## config.mk

```make
export PLATFORM = sky130hd
export DESIGN_NAME = iak_unit
export DESIGN_NICKNAME = d
export VERILOG_FILES = /design/src/rtl/iak_pkg.sv /design/src/rtl/iak_pick.sv /design/src/rtl/iak_word.sv /design/src/rtl/iak_unit.sv
export SDC_FILE = /design/constraint.sdc
export NUM_CORES = 1
export LEC_CHECK = 0
export BUFFER_PORTS_ARGS = -buffer_cell sky130_fd_sc_hd__buf_2
export CORE_MARGIN = 2
export CORE_UTILIZATION = 42
export DETAILED_ROUTE_END_ITERATION = 8
export PLACE_DENSITY = 0.81
export SLEW_MARGIN = 20
export SYNTH_ARGS = -nofsm -noshare
export SYNTH_HDL_FRONTEND = slang
export SYNTH_SLANG_ARGS = --single-unit
export TNS_END_PERCENT = 1
```

## constraint.sdc

```tcl
create_clock -name clk -period 2.6 [get_ports clk]
set_clock_uncertainty 0.15 [all_clocks]
set_input_delay 0.52 -clock clk [delete_from_list [all_inputs] [get_ports clk]]
set_output_delay 0.52 -clock clk [all_outputs]
set_load 0.005 [all_outputs]
```

## src/rtl/iak_pkg.sv

```systemverilog
package iak_pkg;
    localparam int ID_W   = 10;
    localparam int DATA_W = 32;
    localparam logic [ID_W-1:0] SPURIOUS_ID = '1;

    typedef struct packed {
        logic [DATA_W-1:0] rdata;
        logic              ack;
        logic [ID_W-1:0]   ack_id;
    } iak_state_t;
endpackage

```

## src/rtl/iak_pick.sv

```systemverilog
module iak_pick
    import iak_pkg::*;
#(
    parameter int NUM_SRC = 64
) (
    input  logic [NUM_SRC-1:0] pend_i,
    output logic               found_o,
    output logic [ID_W-1:0]    idx_o
);
    // Scan from the top downwards so that the lowest set index is written last and wins.
    always_comb begin
        found_o = 1'b0;
        idx_o   = '0;
        for (int i = NUM_SRC - 1; i >= 0; i--) begin
            if (pend_i[i]) begin
                found_o = 1'b1;
                idx_o   = ID_W'(i);
            end
        end
    end
endmodule

```

## src/rtl/iak_word.sv

```systemverilog
module iak_word
    import iak_pkg::*;
(
    input  logic              found_i,
    input  logic [ID_W-1:0]   idx_i,
    output logic [DATA_W-1:0] word_o
);
    localparam int PAD_W = DATA_W - ID_W;

    always_comb begin
        word_o = {{PAD_W{1'b0}}, (found_i ? idx_i : SPURIOUS_ID)};
    end
endmodule

```

## src/rtl/iak_unit.sv

```systemverilog
module iak_unit
    import iak_pkg::*;
#(
    parameter int NUM_SRC = 64
) (
    input  logic               clk,
    input  logic               rst_n,
    input  logic [NUM_SRC-1:0] pend_i,
    input  logic               rd_i,
    output logic [31:0]        rdata_o,
    output logic               ack_o,
    output logic [9:0]         ack_id_o
);
    localparam int MIN_SRC = 2;

    initial begin
        if (NUM_SRC < MIN_SRC || NUM_SRC > int'(SPURIOUS_ID))
            $error("iak_unit: NUM_SRC out of range");
    end

    logic              found;
    logic [ID_W-1:0]   idx;
    logic [DATA_W-1:0] word;
    iak_state_t        st_d, st_q;

    iak_pick #(.NUM_SRC(NUM_SRC)) u_pick (
        .pend_i  (pend_i),
        .found_o (found),
        .idx_o   (idx)
    );

    iak_word u_word (
        .found_i (found),
        .idx_i   (idx),
        .word_o  (word)
    );

    always_comb begin
        st_d        = st_q;
        st_d.ack    = 1'b0;
        if (rd_i) begin
            st_d.rdata  = word;
            st_d.ack    = found;
            st_d.ack_id = found ? idx : st_q.ack_id;
        end
    end

    always_ff @(posedge clk) begin
        if (!rst_n) begin
            st_q.rdata  <= {{(DATA_W-ID_W){1'b0}}, SPURIOUS_ID};
            st_q.ack    <= 1'b0;
            st_q.ack_id <= '0;
        end else begin
            st_q <= st_d;
        end
    end

    assign rdata_o  = st_q.rdata;
    assign ack_o    = st_q.ack;
    assign ack_id_o = st_q.ack_id;

    logic [ID_W-1:0] cur_id;
    assign cur_id = rdata_o[ID_W-1:0];

    a_r7_ack_follows_read: assert property (@(posedge clk) disable iff (!rst_n)
        ack_o |-> ($past(rd_i) && ack_id_o == cur_id && cur_id != SPURIOUS_ID));

    a_r2_spurious_when_empty: assert property (@(posedge clk) disable iff (!rst_n)
        ($past(rd_i) && $past(pend_i) == '0) |-> (cur_id == SPURIOUS_ID && !ack_o));

    a_r3_lowest_selected: assert property (@(posedge clk) disable iff (!rst_n)
        ($past(rd_i) && cur_id != SPURIOUS_ID) |->
            ((|(($past(pend_i) >> cur_id) & NUM_SRC'(1))) &&
             (($past(pend_i) & ((NUM_SRC'(1) << cur_id) - NUM_SRC'(1))) == '0)));

    a_r8_hold_without_read: assert property (@(posedge clk) disable iff (!rst_n)
        !$past(rd_i) |-> ($stable(rdata_o) && !ack_o));

    a_r9_upper_zero: assert property (@(posedge clk) disable iff (!rst_n)
        rdata_o[DATA_W-1:ID_W] == '0);
endmodule

```

==> results of run 1 <==
-- routing by layer --
metal | wire length [µm] | GRT usage [%]
met5 | 0 | 0
met3 | 302 | 2.57
met4 | 0 | 3.91
met1 | 1910 | 26.0
met2 | 2080 | 36.9
-- worst min path at each step --
stage | slack [ns] | endpoint | from
2_1_floorplan | 0.29 | ack_id_o[4]$_SDFFE_PN0P_ | ack_id_o[4]$_SDFFE_PN0P_
3_3_place_gp | 0.28 | ack_id_o[4]$_SDFFE_PN0P_ | ack_id_o[4]$_SDFFE_PN0P_
3_5_place_dp | 0.29 | ack_id_o[4]$_SDFFE_PN0P_ | ack_id_o[4]$_SDFFE_PN0P_
4_1_cts | 0.30 | ack_id_o[4]$_SDFFE_PN0P_ | ack_id_o[4]$_SDFFE_PN0P_
5_1_grt | 0.32 | ack_id_o[4]$_SDFFE_PN0P_ | ack_id_o[4]$_SDFFE_PN0P_
6_report | 0.30 | ack_id_o[4]$_SDFFE_PN0P_ | ack_id_o[4]$_SDFFE_PN0P_
-- logic make-up (layout without fill, tap and decap cells) --
group                  Yosys count  count (layout)  share of synthesized area, %
AOI/OAI and AO/OA               65              65                          27.5
buffers and inverters           47             122                          18.5
DFF                             14              14                          17.7
muxes                            2               2                          1.27
other                            1              26                         0.237
and+or+nand+nor                107             107                          34.8
-- critical path, stage by stage --
cell and delay [ns]:
buf_2 0.11, nor4_2 0.32, nand3_1 0.13, nand2b_4 0.16, or4_4 0.55, o21ai_4 0.16
buf_12 0.14, mux2i_1 0.18, nor2_1 0.06
-- registers in the layout (all words and copies together) (netlist names) --
| register | count |
|---|---|
| ack_o | 1 |
| ack_id_o | 6 |
| rdata_o | 7 |
-- area by class of cell --
class,instances,share of cell area [%]
clock buffer,4,2.58
multi-input combinational,200,51.7
tap,48,2.82
sequential,14,13.2
timing repair buffer,103,27.1
inverter,15,2.64
-- cells in the final DEF (no fill, tap or decap), types with 2 or more instances in the layout --
cell type,instances
nor2_1,32
o22ai_1,3
dfxtp_1,14
a211oi_1,4
conb_1,26
inv_1,15
o21ai_0,13
nor3b_1,2
nor3_1,15
mux2i_1,2
clkbuf_8,4
nor2b_1,6
a2111oi_0,3
buf_2,83
nor4_1,13
nand2_1,19
or4_1,3
o31ai_1,6
buf_4,19
nor4_2,2
nand3_1,6
and3_1,2
nand4_1,2
o2111ai_1,3
o211ai_1,4
a21oi_1,17
a31oi_1,2
-- power by group through the flow --
stage               logic, mW  registers [mW]  clock network, mW
CTS                     0.215           0.233              0.210
global route            0.244           0.235              0.219
finish                  0.216           0.233              0.206
detailed placement      0.214           0.238                  0
global placement        0.210           0.238                  0
floorplan               0.116           0.239                  0
-- per-stage QoR --
stage	total power, mW	worst slack [ns]	hold slack, ns	util, %	instances
after floorplan	0.355	0.226	0.288	-	261
after CTS	0.658	0.242	0.298	58.6	384
final	0.655	0.249	0.295	58.6	384
after detailed placement	0.452	-0.0119	0.290	57.1	380
after global placement	0.448	0.0103	0.278	57.1	380
after global routing	0.698	0.101	0.317	58.6	384
==> results by group, run 1 <==
Power
  • Internal power: 459 µW
  • Cell leakage power: 1.01 nW
  • Power density cells: 307 mW/mm²
  • Sequential power share: 35.6%
  • Switching Fraction: 29.9%
  • Power share of the clock group: 31.4%
  • Combinational power share: 33.0%
  • Max IR drop VDD: 0.219 mV
  • Sw power: 196 µW

Worst setup path
  • Worst reg2reg path startpoint: rdata_o[0]$_SDFFE_PN1P_
  • CP Launch Type: input port
  • Worst R2R End: rdata_o[0]$_SDFFE_PN1P_
  • Crit path capture: ack_id_o[3]$_SDFFE_PN0P_
  • Crit. Startpoint: pend_i[37]
  • FF-to-FF path depth: 4
  • Crit Path Max Fanout: 12
  • CP arrival: 2.33 ns
  • CP required: 2.58 ns
  • Reg-to-reg slack, setup: 1.32 ns
  • Setup Crit Path Kind: input port to flip-flop
  • Worst Setup End Kind: flip-flop

CTS
  • Clk buf depth: 2
  • Post-CTS resize count: 0
  • TritonCTS Sinks: 14
  • Worst-Skew Late Latency: 0.24 ns
  • CTS tree: done
  • Hold buffer count at cts: 0
  • Root Buffer: clkbuf_8
  • Total CTS buffers: 3
  • CTS clk-pin slew, worst paths: 0.05 ns
  • Post-CTS Setup Inserts: 0
  • Max H-tree Level: 1

Route
  • DRC: 0
  • Vias: 1975
  • 1st-pass router iterations: 4
  • Routed vias/inst: 5.14
  • Antenna Nets Post-Route: 0
  • DR iter-0 viols: 74
  • Routed length per instance: 11.2 µm
  • Wirelength, routed: 4290 µm

Die
  • Core area: 0.00363 mm²
  • Die ar.: 0.00427 mm²
  • Die H: 65.3 µm
  • Die Width: 65.3 µm
  • Std cell rows: 22
  • IO Pins: 110
  • Starting density of the core: 43.5%

Placement
  • Area post-placement: 0.00208 mm²
  • # port buffers: 83
  • GP Congestion: 0.890
  • Dpl hpwl: 3720 µm

Logic synthesis
  • Top cells by area in the synthesized netlist: dfxtp_1, buf_4, nor2_1, a21oi_1, nor4_1
  • Post-synthesis cell count: 236
  • Register bit count reported by yosys: 14
  • Post-synth EDFFs: 0
  • Mean Syn Cell Area: 6.70 µm²
  • Yosys Warn Count: 0
  • Mapped Area: 0.00158 mm²
  • Ys flop type: dfxtp_1
  • Synth top area share: 17.7%
  • Sequential share of the synthesized area: 17.7%
  • Synth cell count leaders: nor2_1, buf_4, nand2_1
  • Count leader, synth: nor2_1
  • Synth unique cells: 42
  • Largest area contributor in the netlist: dfxtp_1
  • Ys async rst share: 0%

Global route
  • Total track usage: 20.4%
  • First-pass GRT wire length: 7220 µm
  • Largest net degree at the start of global routing: 13
  • Vias in the first global route: 1751
  • Gr ovfl total: 0
  • Initial antenna violation count: 0

STA
  • Achievable Freq: 425 MHz
  • Fin. max-slew vios: 0
  • Tcrit/Tclk final: 90.4%
  • Fin Setup TNS: 0 ns
  • # setup viols final: 0
  • Hold Vio Cnt, Final: 0
  • Tmin final: 2.35 ns
  • RSZ-0062 raised after global routing: no

Finish
  • Fill cell count: 387
  • Finished layout cell area: 0.00213 mm²
  • Share of layout cells above drive strength 1: 33.6%
  • Diodes inserted: 0
  • Synth-to-layout area growth: 34.8%
  • Footprint of the multi-input gates: 0.00110 mm²
  • Final Net Count: 404
  • FF/Latch Area: 280 µm²

Job
  • Max Cap Viol: 0

Run status
  • Status: complete, no violations

Hold path
  • Hold Path Depth: 2
  • Worst min path class: flip-flop to flip-flop
Power figures use the tool's default switching activity.
==> run 2: changes to the inputs <==
Settings changed: RECOVER_POWER set to 100.
==> results by group, run 2 (synthesized netlist as in run 1, its figures left out) <==
Run status
  • Status: complete, no violations

Hold path
  • Worst min path class: flip-flop to flip-flop
  • Hold Startpoint: ack_id_o[4]$_SDFFE_PN0P_

Placement
  • GP Congestion: 0.890 (unchanged)
  • # port buffers: 83 (unchanged)
  • Dpl hpwl: 3720 µm (unchanged)
  • Dpl ws: -0.0119 ns (unchanged)
  • Placed cells: 380 (unchanged)
  • Area post-placement: 0.00208 mm² (unchanged)

Global route
  • Vias in the first global route: 1751 (unchanged)
  • Gr ovfl total: 0 (unchanged)
  • Total track usage: 20.4% (unchanged)
  • Largest net degree at the start of global routing: 13 (unchanged)
  • Initial antenna violation count: 0 (unchanged)
  • First-pass GRT wire length: 7220 µm (unchanged)

Die
  • Std cell rows: 22 (unchanged)
  • Die Width: 65.3 µm (unchanged)
  • Starting density of the core: 43.5% (unchanged)
  • Core area: 0.00363 mm² (unchanged)
  • IO Pins: 110 (unchanged)
  • Die ar.: 0.00427 mm² (unchanged)
  • Die H: 65.3 µm (unchanged)

Finish
  • Share of layout cells above drive strength 1: 30.4% (-3.3 points)
  • Synth-to-layout area growth: 33.6%
  • Fill cell count: 394 (+1.8%)
  • Commonest non-fill, non-tap cell in the layout: buf_2
  • Fin cells: 384 (unchanged)
  • Most frequent cells in the layout: buf_2, nor2_1, conb_1
  • Diodes inserted: 0 (unchanged)
  • Largest register FFs: 7 (unchanged)
  • Finished layout cell area: 0.00211 mm² (-0.94%)
  • Final Net Count: 404 (unchanged)

STA
  • Hold Vio Cnt, Final: 0 (unchanged)
  • Fin. max-slew vios: 0 (unchanged)
  • Tcrit/Tclk final: 90.6% (+0.15 points)
  • Slack of the critical path: 0.245 ns (-0.00394 ns)
  • RSZ-0062 raised after global routing: no
  • Tmin final: 2.35 ns (+0.00394 ns)
  • # setup viols final: 0 (unchanged)
  • Achievable Freq: 425 MHz (-0.17%)

Route
  • 1st-pass router iterations: 4 (unchanged)
  • DRC: 0 (unchanged)
  • Wirelength, routed: 4320 µm (+0.70%)
  • Routed vias/inst: 5.18 (+0.66%)
  • Routed length per instance: 11.3 µm (+0.70%)
  • Antenna Nets Post-Route: 0 (unchanged)
  • DR iter-0 viols: 72 (-2.7%)
  • Vias: 1988 (+0.66%)

CTS
  • Clk buf depth: 2 (unchanged)
  • CTS clk-pin slew, worst paths: 0.05 ns (about the same)
  • Total CTS buffers: 3 (unchanged)
  • TritonCTS Sinks: 14 (unchanged)
  • Worst-Skew Late Latency: 0.24 ns (about the same)
  • Root Buffer: clkbuf_8
  • Post-CTS resize count: 0 (unchanged)
  • Post-CTS Setup Inserts: 0 (unchanged)
  • Max H-tree Level: 1 (unchanged)
  • Hold buffer count at cts: 0 (unchanged)
  • CTS tree: done

Power
  • Power density cells: 310 mW/mm² (+0.76%)
  • Cell leakage power: 0.965 nW (-4.2%)
  • Sw power: 197 µW (+0.38%)
  • Power share of the clock group: 31.5% (about the same)
  • Internal power: 457 µW (-0.42%)
  • Max IR drop VDD: 0.220 mV (+0.48%)
  • Total power: 654 µW (-0.18%)
  • Sequential power share: 35.7% (about the same)
  • Switching Fraction: 30.1% (+0.17 points)
  • Combinational power share: 32.8% (-0.2 points)

Worst setup path
  • CP Launch Type: input port
  • Worst reg2reg path startpoint: rdata_o[0]$_SDFFE_PN1P_
  • Crit. Startpoint: pend_i[37]
  • Reg-to-reg slack, setup: 1.33 ns (about the same)
  • Crit path capture: ack_id_o[3]$_SDFFE_PN0P_
  • Crit Path Max Fanout: 12 (unchanged)
  • CP arrival: 2.34 ns (about the same)
  • Worst Setup End Kind: flip-flop
  • CP required: 2.58 ns (about the same)
  • Setup Crit Path Kind: input port to flip-flop
  • Worst R2R End: rdata_o[0]$_SDFFE_PN1P_
  • FF-to-FF path depth: 4 (unchanged)

Job
  • Max Cap Viol: 0 (unchanged)
==> run 2: changes by cell type in the layout (fill, tap and decap cells not counted) <==
cell      change
buf_2        -10
clkbuf_1     +10
nand2b_1      +1
nand2b_4      -1
==> run 2: cell type report <==
type | instances | area [µm²] | area share [%]
Clock buffer | 4 | 55.1 | 2.61
Inverter | 15 | 56.3 | 2.67
Multi-Input combinational cell | 200 | 1090 | 51.8
Sequential cell | 14 | 280 | 13.3
Tap cell | 48 | 60.1 | 2.85
Timing Repair Buffer | 103 | 566 | 26.8
==> run 2: per-layer routing <==
layer  vias to the layer above  global-route usage [%]  part of all wire (%)
li1                       1021                       -                     -
met1                       881                    26.0                    44
met2                        84                    36.9                    48
met3                         2                    2.57                   7.3
met4                         0                    3.91                  0.49
met5                         -                       0                     0
==> run 2: through the flow <==
step                TNS [ns]  hold WS, ns  util, %
detailed placement   -0.0170        0.290     57.1
finish                     0        0.298     58.1
floorplan                  0        0.288        -
global placement           0        0.278     57.1
CTS                        0        0.298     58.6
global route               0        0.326     58.1
==> run 2: power groups by stage <==
stage	Clock (mW)	Combinational (mW)	Sequential, mW
after floorplan	0	0.116	0.239
after global placement	0	0.210	0.238
after detailed placement	0	0.214	0.238
after CTS	0.210	0.215	0.233
after global routing	0.219	0.242	0.235
final	0.206	0.215	0.233
==> run 2: worst min path at each step <==
| stage | end | slack (ns) | cells after the start |
|---|---|---|---|
| after floorplan | ack_id_o[4]$_SDFFE_PN0P_ | 0.29 | 2 |
| after global placement | ack_id_o[4]$_SDFFE_PN0P_ | 0.28 | 2 |
| after detailed placement | ack_id_o[4]$_SDFFE_PN0P_ | 0.29 | 2 |
| after CTS | ack_id_o[4]$_SDFFE_PN0P_ | 0.30 | 2 |
| after global routing | ack_id_o[4]$_SDFFE_PN0P_ | 0.33 | 2 |
| final | ack_id_o[4]$_SDFFE_PN0P_ | 0.30 | 2 |
==> run 2: critical path, cell delays in order <==
cell	delay, ns
clkbuf_1	0.09
nor4_2	0.33
nand3_1	0.13
nand2b_1	0.18
or4_4	0.56
o21ai_4	0.16
buf_12	0.14
mux2i_1	0.18
nor2_1	0.06
==> run 3: changes to the inputs <==
Settings changed: CORE_UTILIZATION 42 to 45, PLACE_DENSITY 0.81 to not set, PLACE_DENSITY_LB_ADDON set to 0.05, SYNTH_HIERARCHICAL set to 1.
==> results by group, run 3 <==
Run status
  • Status: complete, no violations

CTS
  • Post-CTS resize count: 0 (unchanged)
  • CTS tree: done
  • CTS clk-pin slew, worst paths: 0.08 ns (+0.03 ns)
  • TritonCTS Sinks: 43 (+29)
  • Clk buf depth: 2 (unchanged)
  • Hold buffer count at cts: 0 (unchanged)
  • Worst-Skew Late Latency: 0.28 ns (+0.04 ns)
  • Max H-tree Level: 2 (+1)
  • Post-CTS Setup Inserts: 0 (unchanged)
  • Total CTS buffers: 5 (+2)
  • Root Buffer: clkbuf_8

Logic synthesis
  • Yosys Warn Count: 6 (+6)
  • XOR/XNOR Fraction of Synth Area: 0% (unchanged)
  • Mapped Area: 0.00266 mm² (+69%)
  • Synth unique cells: 44 (+4.8%)
  • Ys flop type: dfxtp_1
  • Post-synthesis adder-cell area fraction: 0% (unchanged)
  • Main combinational cell family by area after synthesis: simple AND/OR/NAND/NOR gates
  • Register bit count reported by yosys: 43 (+29)
  • Synth Area in Simple Gates: 28.9% (-5.8 points)
  • Count leader, synth: dfxtp_1
  • Largest area contributor in the netlist: dfxtp_1
  • Post-synthesis cell count: 330 (+40%)
  • Synth cell count leaders: dfxtp_1, mux2i_1, nor2_1
  • Post-synth EDFFs: 0 (unchanged)
  • Sequential share of the synthesized area: 32.3% (+15 points)
  • Synth top area share: 32.3% (+15 points)
  • Ys async rst share: 0% (unchanged)
  • Mean Syn Cell Area: 8.07 µm² (+21%)
  • Synth Area in Compound Gates: 13.1% (-14 points)
  • Mux share of post-synthesis cell area: 12.0% (+11 points)
  • Top cells by area in the synthesized netlist: dfxtp_1, mux2i_1, buf_4, nor2b_1, nor2_1

Route
  • Wirelength, routed: 6090 µm (+41%)
  • Routed vias/inst: 4.92 (-4.9%)
  • 1st-pass router iterations: 4 (unchanged)
  • Routed length per instance: 11.9 µm (+5.4%)
  • DRC: 0 (unchanged)
  • DR iter-0 viols: 102 (+42%)
  • Antenna Nets Post-Route: 0 (unchanged)
  • Vias: 2525 (+27%)

Global route
  • Gr ovfl total: 0 (unchanged)
  • Initial antenna violation count: 0 (unchanged)
  • First-pass GRT wire length: 9770 µm (+35%)
  • Vias in the first global route: 2220 (+27%)
  • Largest net degree at the start of global routing: 43 (+30)
  • Total track usage: 18.7% (-1.7 points)

Die
  • Starting density of the core: 45.8% (+2.3 points)
  • IO Pins: 110 (unchanged)
  • Core area: 0.00582 mm² (+60%)
  • Std cell rows: 28 (+27%)
  • Die Width: 80.9 µm (+24%)
  • Die ar.: 0.00655 mm² (+53%)
  • Die H: 80.9 µm (+24%)

Worst setup path
  • Worst Setup End Kind: flip-flop
  • Setup Crit Path Kind: input port to flip-flop
  • Cell family with the largest share of critical-path delay: simple AND/OR/NAND/NOR gates
  • Worst reg2reg path startpoint: rdata_o[7]$_SDFFE_PN1P_
  • Slowest Stage Delay on Critical Path: 0.54 ns (-0.02 ns)
  • Slowest-stage cell, CP: or4_4
  • Crit path buf inv count: 1 (-1)
  • Crit. Startpoint: pend_i[31]
  • CP Cell Sequence: buf_2 > or4_4 > or2_1 > nor3_1 > nand2_1 > and2_0 > o21ai_0
  • Crit Path Max Fanout: 10 (-2)
  • CP required: 2.66 ns (+0.08 ns)
  • CP arrival: 2.29 ns (-0.05 ns)
  • Reg-to-reg slack, setup: 1.81 ns (+0.48 ns)
  • CP Launch Type: input port

STA
  • Slew @ Worst Pin: 0.784 ns
  • Hold Vio Cnt, Final: 0 (unchanged)
  • Fin. max-slew vios: 0 (unchanged)
  • Tmin final: 2.23 ns (-0.125 ns)
  • Tcrit/Tclk final: 85.8% (-4.8 points)
  • Rel. slew slack: 47.7%
  • # setup viols final: 0 (unchanged)
  • Achievable Freq: 448 MHz (+5.6%)
  • Fin Setup TNS: 0 ns (unchanged)
  • Slack of the critical path: 0.370 ns (+0.125 ns)
  • RSZ-0062 raised after global routing: no

Finish
  • Most frequent cells in the layout: buf_2, dfxtp_1, mux2i_1
  • Largest register FFs: 32 (+25)
  • Fin cells: 513 (+34%)
  • Final Net Count: 504 (+25%)
  • Diodes inserted: 0 (unchanged)
  • Fill cell count: 618 (+57%)
  • Share of layout cells above drive strength 1: 21.9% (-8.4 points)
  • Fin util: 54.5% (-3.6 points)
  • Commonest non-fill, non-tap cell in the layout: buf_2
  • Synth-to-layout area growth: 19.0%

Hold path
  • Worst min path class: flip-flop to flip-flop
  • Hold Startpoint: ack_id_o[5]$_SDFFE_PN0P_

Power
  • Max IR drop VDD: 0.274 mV (+24%)
  • Cell leakage power: 1.44 nW (+49%)
  • Total power: 1.39 mW (+110%)
  • Power density cells: 438 mW/mm² (+41%)

Job
  • Max Cap Viol: 0 (unchanged)

Placement
  • Dpl ws: 0.134 ns (+0.146 ns)
  • Dpl hpwl: 4790 µm (+28%)
  • GP Congestion: 0.898 (+0.92%)
  • Placed cells: 505 (+33%)
  • # port buffers: 109 (+31%)
[run 3: changes by cell type after synthesis, moves of 10 or more]
cell,change
mux2i_1,+30
nand4_1,+10
dfxtp_1,+29
nor2b_1,+19
o21ai_1,+14
nand2b_1,+11
[run 3: final cells by class]
type / instances / area [µm²] / share of cell area, %
clock inverters: 2 / 12.5 / 0.395
well taps: 75 / 93.8 / 2.96
multi-input cells: 260 / 1540 / 48.5
clock buffers: 6 / 72.6 / 2.29
flip-flops and latches: 43 / 861 / 27.2
inverters: 12 / 45.0 / 1.42
repair buffers: 115 / 548 / 17.3
[run 3: kinds of logic (layout without fill, tap and decap cells)]
family          count (synthesis)  after routing
simple gates                  146            146
buf+inv                        51            135
other cells                     2             26
mux                            32             32
flops                          43             43
compound gates                 56             56
[run 3: through the flow]
stage | area [µm²] | hold slack [ns]
after floorplan | 2750 | 0.295
after global placement | 3140 | 0.287
after detailed placement | 3140 | 0.290
after CTS | 3220 | 0.307
after global routing | 3170 | 0.337
final | 3170 | 0.311
[run 3: report_power, final]
part | switching, mW | internal [mW]
Clock | 0.222 | 0.188
Sequential | 0.0171 | 0.695
Combinational | 0.142 | 0.122
Total | 0.382 | 1.01
[run 3: tightest hold or removal path: stages, from the launching register on]
cell     delay [ns]
dfxtp_1        0.32
nand2_1        0.05
o21ai_1        0.05
[run 3: worst paths after layout]
path                                                 end  cells past startpoint
worst min register to register  ack_id_o[5]$_SDFFE_PN0P_                      2
worst max-delay path            ack_id_o[0]$_SDFFE_PN0P_                      7
worst min-delay path            ack_id_o[5]$_SDFFE_PN0P_                      2
worst max register to register   rdata_o[7]$_SDFFE_PN1P_                      2
[run 3: layer usage]
| metal | GRT usage (%) | share of wire (%) | vias up |
|---|---|---|---|
| met5 | 0 | 0 | - |
| met3 | 4.56 | 6.4 | 6 |
| met4 | 4.75 | 1.1 | 0 |
| li1 | - | - | 1338 |
| met2 | 30.2 | 47 | 74 |
| met1 | 25.0 | 46 | 1107 |
